===== src/rtl/col_burst_pkg.sv =====
package col_burst_pkg;

  typedef enum logic [1:0] {
    CMD_NOP   = 2'd0,
    CMD_READ  = 2'd1,
    CMD_WRITE = 2'd2
  } cmd_e;

  // Strobes from control to datapath
  typedef struct packed {
    logic tick;    // internal edge active
    logic rdBeat;  // fetch a read word this edge
    logic wrBeat;  // store wrData this edge
  } strobe_t;

  // Burst length code to low-bit column mask (length - 1)
  function automatic logic [2:0] lenMask(input logic [1:0] code);
    case (code)
      2'd0:    return 3'd0;
      2'd1:    return 3'd1;
      2'd2:    return 3'd3;
      default: return 3'd7;
    endcase
  endfunction

endpackage


===== src/rtl/col_burst_ctrl.sv =====
module col_burst_ctrl
  import col_burst_pkg::*;
#(
  parameter int COL_W  = 4,
  parameter int BANK_W = 1,
  localparam int ADDR_W = BANK_W + COL_W
) (
  input  logic              clk,
  input  logic              rstN,
  input  logic              cke,
  input  logic [1:0]        cmd,
  input  logic [BANK_W-1:0] bank,
  input  logic [COL_W-1:0]  col,
  input  logic [1:0]        blCode,
  input  logic              interleave,
  input  logic              singleWrite,
  output strobe_t           stb,
  output logic [ADDR_W-1:0] addr
);

  logic              ckeQ;
  logic              tick;
  logic              active;
  logic [2:0]        beatCnt;
  logic [2:0]        maskQ;
  logic [COL_W-1:0]  startCol;
  logic [BANK_W-1:0] bankQ;
  logic              ilQ;
  logic              wrQ;

  logic              isRd, isWr, accept, beatNow;
  logic [2:0]        newMask;
  logic [COL_W-1:0]  maskW, cntW, burstCol;

  always_comb begin
    tick     = ckeQ;
    isRd     = (cmd == CMD_READ);
    isWr     = (cmd == CMD_WRITE);
    accept   = tick && (isRd || isWr);
    beatNow  = tick && active && !accept;
    newMask  = (isWr && singleWrite) ? 3'd0 : lenMask(blCode);
    maskW    = COL_W'(maskQ);
    cntW     = COL_W'(beatCnt);
    burstCol = (startCol & ~maskW) |
               ((ilQ ? (startCol ^ cntW) : (startCol + cntW)) & maskW);
    addr       = accept ? {bank, col} : {bankQ, burstCol};
    stb.tick   = tick;
    stb.rdBeat = accept ? isRd : (beatNow && !wrQ);
    stb.wrBeat = accept ? isWr : (beatNow && wrQ);
  end

  // Registered enable: one low sample suppresses the following edge
  always_ff @(posedge clk or negedge rstN) begin
    if (!rstN) ckeQ <= 1'b1;
    else       ckeQ <= cke;
  end

  always_ff @(posedge clk or negedge rstN) begin
    if (!rstN) begin
      active   <= 1'b0;
      beatCnt  <= 3'd0;
      maskQ    <= 3'd0;
      startCol <= '0;
      bankQ    <= '0;
      ilQ      <= 1'b0;
      wrQ      <= 1'b0;
    end else if (tick) begin
      if (accept) begin
        active   <= (newMask != 3'd0);
        beatCnt  <= 3'd1;
        maskQ    <= newMask;
        startCol <= col;
        bankQ    <= bank;
        ilQ      <= interleave;
        wrQ      <= isWr;
      end else if (active) begin
        if (beatCnt == maskQ) active  <= 1'b0;
        else                  beatCnt <= beatCnt + 3'd1;
      end
    end
  end


  beat_freeze_chk: assert property (@(posedge clk) disable iff (!rstN)
    !tick |=> ($stable(beatCnt) && $stable(active) && $stable(startCol)));


  beat_range_chk: assert property (@(posedge clk) disable iff (!rstN)
    active |-> (beatCnt <= maskQ && beatCnt != 3'd0));


  single_write_chk: assert property (@(posedge clk) disable iff (!rstN)
    (accept && isWr && singleWrite) |=> !active);


  restart_chk: assert property (@(posedge clk) disable iff (!rstN)
    (accept && newMask != 3'd0) |=> (active && beatCnt == 3'd1));

endmodule


===== src/rtl/col_burst_dp.sv =====
module col_burst_dp
  import col_burst_pkg::*;
#(
  parameter int DATA_W = 8,
  parameter int ADDR_W = 5,
  localparam int DEPTH = 1 << ADDR_W
) (
  input  logic              clk,
  input  logic              rstN,
  input  strobe_t           stb,
  input  logic [ADDR_W-1:0] addr,
  input  logic [DATA_W-1:0] wrData,
  input  logic              casLat3,
  output logic [DATA_W-1:0] rdData,
  output logic              rdValid
);

  logic [DATA_W-1:0] mem [DEPTH];
  logic [DATA_W-1:0] pipeD [3];
  logic [2:0]        pipeV;
  logic              tickQ;

  always_ff @(posedge clk) begin
    if (stb.wrBeat) mem[addr] <= wrData;
  end

  // Latency pipeline, advanced only on active internal edges
  always_ff @(posedge clk or negedge rstN) begin
    if (!rstN) begin
      for (int i = 0; i < 3; i++) pipeD[i] <= '0;
      pipeV <= '0;
      tickQ <= 1'b0;
    end else begin
      tickQ <= stb.tick;
      if (stb.tick) begin
        pipeD[0] <= mem[addr];
        pipeV[0] <= stb.rdBeat;
        for (int i = 1; i < 3; i++) begin
          pipeD[i] <= pipeD[i-1];
          pipeV[i] <= pipeV[i-1];
        end
      end
    end
  end

  always_comb begin
    rdData  = casLat3 ? pipeD[2] : pipeD[1];
    rdValid = tickQ && (casLat3 ? pipeV[2] : pipeV[1]);
  end


  hold_data_chk: assert property (@(posedge clk) disable iff (!rstN)
    !stb.tick |=> ($stable(rdData) || !$stable(casLat3)));


  no_valid_chk: assert property (@(posedge clk) disable iff (!rstN)
    !stb.tick |=> !rdValid);


  no_access_chk: assert property (@(posedge clk) disable iff (!rstN)
    !stb.tick |-> (!stb.wrBeat && !stb.rdBeat));

endmodule


===== src/rtl/col_burst_engine.sv =====
module col_burst_engine
  import col_burst_pkg::*;
#(
  parameter int DATA_W = 8,
  parameter int COL_W  = 4,
  parameter int BANK_W = 1,
  localparam int ADDR_W = BANK_W + COL_W
) (
  input  logic              clk,
  input  logic              rstN,
  input  logic              cke,
  input  logic [1:0]        cmd,
  input  logic [BANK_W-1:0] bank,
  input  logic [COL_W-1:0]  col,
  input  logic [DATA_W-1:0] wrData,
  input  logic [1:0]        blCode,
  input  logic              interleave,
  input  logic              singleWrite,
  input  logic              casLat3,
  output logic [DATA_W-1:0] rdData,
  output logic              rdValid
);

  strobe_t           stb;
  logic [ADDR_W-1:0] addr;

  col_burst_ctrl #(.COL_W(COL_W), .BANK_W(BANK_W)) uCtrl (
    .clk(clk), .rstN(rstN), .cke(cke), .cmd(cmd), .bank(bank), .col(col),
    .blCode(blCode), .interleave(interleave), .singleWrite(singleWrite),
    .stb(stb), .addr(addr)
  );

  col_burst_dp #(.DATA_W(DATA_W), .ADDR_W(ADDR_W)) uDp (
    .clk(clk), .rstN(rstN), .stb(stb), .addr(addr), .wrData(wrData),
    .casLat3(casLat3), .rdData(rdData), .rdValid(rdValid)
  );

endmodule


===== config.mk =====
export PLATFORM = sky130hd
export DESIGN_NAME = col_burst_engine
export DESIGN_NICKNAME = d
export VERILOG_FILES = /design/src/rtl/col_burst_pkg.sv /design/src/rtl/col_burst_ctrl.sv /design/src/rtl/col_burst_dp.sv /design/src/rtl/col_burst_engine.sv
export SDC_FILE = /design/constraint.sdc
export NUM_CORES = 1
export LEC_CHECK = 0
export BUFFER_PORTS_ARGS = -buffer_cell sky130_fd_sc_hd__buf_2
export CORE_ASPECT_RATIO = 1.25
export CORE_MARGIN = 4
export CORE_UTILIZATION = 45
export DETAILED_ROUTE_END_ITERATION = 12
export HOLD_SLACK_MARGIN = 0.03
export SLEW_MARGIN = 30
export SYNTH_ARGS = -nofsm -noshare
export SYNTH_HDL_FRONTEND = slang
export SYNTH_SLANG_ARGS = --single-unit

===== constraint.sdc =====
create_clock -name clk -period 7.4 [get_ports clk]
set_clock_uncertainty 0.1 [all_clocks]
set_input_delay 0.37 -clock clk [delete_from_list [all_inputs] [get_ports clk]]
set_output_delay 0.37 -clock clk [all_outputs]
set_load 0.02 [all_outputs]

==> summary.md <==
| Metric | Value |
|---|---|
| Worst hold path depth | 2 |
| Clock transition at path regs | 0.06 ns |
| Min-delay src | col[2] |
| Number of hold buffers added after cts | 9 |
| Initial core utilization | 45.6% |
| Fin nets | 914 |
| Post-Syn Instances | 852 |
| Placement Setup Slack | 2.54 ns |
| CP Max Fanout | 61 |
| Post-DRT Antenna Nets | 0 |
| DR top layer | met4 |
| Vias/cell | 5.64 |
| Post-CTS Resized | 0 |
| Final Cycle Share | 61.6% |
| Max rail drop VDD | 0.160 mV |
| Syn Nets | 881 |
| Sink Count | 299 |
| Post-Synthesis Cell Area | 0.0122 sq mm |
| Avg Cell Area, Syn | 14.3 sq um |
| Die X | 155 um |
| Layout cells sized above 1 | 13.9% |
| Remaining DRCs | 0 |
| RSZ-0062 raised after global routing | false |
| Row Count | 67 |
| Routed met3 length | 1.42 mm |
| Ant. Diodes | 0 |
| Gr ovfl total | 0 |
| Synth Flop Type | edfxtp_1 |
| Fin. Hold Viols | 0 |
| Worst setup SP type | flip-flop |
| EDFF count, synth | 256 |
| Via count | 7057 |
| Asr flop ratio synth | 14.4% |
| Crit path to | uDp.pipeD[19]$_DFFE_PN0P_ |
| Commonest cells after routing, fill and taps aside | edfxtp_1, nand2_1, mux2i_1 |
| R2R Setup Slk | 2.85 ns |
| Area grow syn2layout | 11.4% |
| Router iterations before antenna repair | 5 |
| R2r endpoint | uDp.pipeD[19]$_DFFE_PN0P_ |
| Die area | 0.0299 sq mm |
| Initial antenna violation count | 0 |
| Worst path required time | 7.69 ns |
| Relative slew slack | 37.5% |
| Total track usage | 19.1% |
| FF+latch count, synth | 299 |
| Final setup vio count | 0 |
| Setup crit end kind | flip-flop |
| Core Box Area | 0.0268 sq mm |
| Fin crit period | 4.55 ns |
| Crit. Startpoint | uCtrl.ckeQ$_DFF_PN1_ |
| Met1 wire length | 12.0 mm |
| Max-slew violations | 0 |
| Avg WL per Cell | 22.5 um |
| TritonCTS clock tree | done |
| Highest Clock Rate | 220 MHz |
| Outcome | completed |
| Arrival time worst endpoint | 4.84 ns |
| CP Class | flip-flop to flip-flop |
| Slew @ Worst Pin | 0.932 ns |
| CTS Root Cell | clkbuf_16 |
| Dpl hpwl | 17.5 mm |
| HP Class | primary input to flip-flop |
| Setup TNS | 0 ns |
| Reg-to-reg critical path startpoint | uCtrl.ckeQ$_DFF_PN1_ |
| Final WL | 28.2 mm |
| R2R depth | 8 |
| Vias in the first global route | 7090 |
| Max cap viols | 0 |
| Power density of the placed cells | 313 mW/mm^2 |
| Initial drt markers | 638 |
| Metal2 WL | 14.1 mm |
| Largest cells by area after synthesis | edfxtp_1, dfrtp_1, mux2i_1, nand2_1, mux2_2 |
| CTS Buffer Depth | 3 |
| Top cell type's share of synthesized area | 62.9% |
| H-tree levels | 1 |
| Number of buffers added for setup after CTS | 0 |
| Final worst slack | 2.85 ns |
| Most common cell after layout, fill and taps aside | edfxtp_1 |
| Die Y-Extent | 192 um |
| P_leak | 4.72 nW |
| Cell taking the most area after synthesis | edfxtp_1 |
| Num CTS Buffers | 28 |
| Largest net degree at the start of global routing | 69 |
| Final core occ | 50.8% |
| Seq/Total Area, Yosys | 71.7% |
| First-pass GRT wire length | 43.2 mm |
| Gpl congestion | 0.839 |
| Clk_lat worst skew | 0.54 ns |
| Synthesis Warnings | 0 |
| Total power | 4.26 mW |
| IO Count | 32 |
| Port bufs | 31 |
| Post-synthesis cell type count | 55 |
## power breakdown
group          internal [mW]  switching [mW]
registers               1.93          0.0817
clock network          0.762           0.585
logic                  0.325           0.576
## cells in the mapped netlist, drive strengths merged, types with 3 or more instances
cell and n:
nor2 50, mux2 26, inv 9, ha 5, a221oi 21, buf 30
xnor2 5, a22oi 7, and3 19, a32oi 4, nand2 143, a311oi 10
o22ai 21, clkbuf 16, mux2i 61, nor3 13, dfrtp 42, a21oi 40
o21ai 11, a31oi 15, nor4 10, edfxtp 256, nand3 12, nor2b 3
## worst min path at each step
| stage | to |
|---|---|
| 6_report | uCtrl.startCol[2]$_DFFE_PN0P_ |
| 4_1_cts | uCtrl.startCol[2]$_DFFE_PN0P_ |
| 5_1_grt | uCtrl.startCol[2]$_DFFE_PN0P_ |
| 2_1_floorplan | uCtrl.active$_DFFE_PN0P_ |
| 3_5_place_dp | uCtrl.beatCnt[0]$_DFFE_PN0P_ |
| 3_3_place_gp | uDp.pipeV[0]$_DFFE_PN0P_ |
## registers in the layout (all words and copies together), names as in the netlist
name	flops
uCtrl.active	1
uDp.mem	256
uCtrl.beatCnt	3
uCtrl.startCol	4
uCtrl.bankQ	1
uDp.pipeD	24
uDp.tickQ	1
uCtrl.maskQ	3
uCtrl.ilQ	1
uCtrl.wrQ	1
uCtrl.ckeQ	1
uDp.pipeV	3
## layer usage
layer	global-route usage [%]	up-vias
met2	32.4	208
met3	2.10	40
met4	5.39	0
li1	-	3294
met1	26.1	3515
met5	0	-
## worst max-delay path, cell delays in order, from the launching register on
cell and delay (ns):
dfstp_2 1.03, nand2b_2 0.48, o2111ai_1 0.27, and2_4 0.75
buf_4 0.57, and3_1 0.24, a311oi_1 0.08, nor4_1 0.66
a31oi_1 0.16
## area by class of cell
| class | instances | area, sq um |
|---|---|---|
| fill | 2270 | 13200 |
| sequential | 299 | 8760 |
| multi-input combinational | 497 | 3200 |
| clock buffer | 33 | 719 |
| tap | 345 | 432 |
| timing repair buffer | 49 | 315 |
| clock inverter | 19 | 144 |
| inverter | 10 | 37.5 |
## cell families after synthesis
group	after synthesis	share of synthesized area (%)
flip-flops	299	71.7
AND/OR/NAND/NOR	260	9.34
AO/OA/AOI/OAI	138	7.84
multiplexers	87	7.42
buffers and inverters	56	2.41
XOR/XNOR	6	0.584
adder cells (fa/ha/maj)	6	0.676
## stage by stage
step / cell area [sq um] / hold slack [ns] / cells
3_5_place_dp: 12600 / 0.301 / 1191
3_3_place_gp: 12600 / 0.368 / 1191
4_1_cts: 13600 / 0.0483 / 1252
6_report: 13600 / 0.0707 / 1252
5_1_grt: 13600 / 0.0637 / 1252
2_1_floorplan: 12200 / -0.0256 / 852
Power figures use the tool's default switching activity.
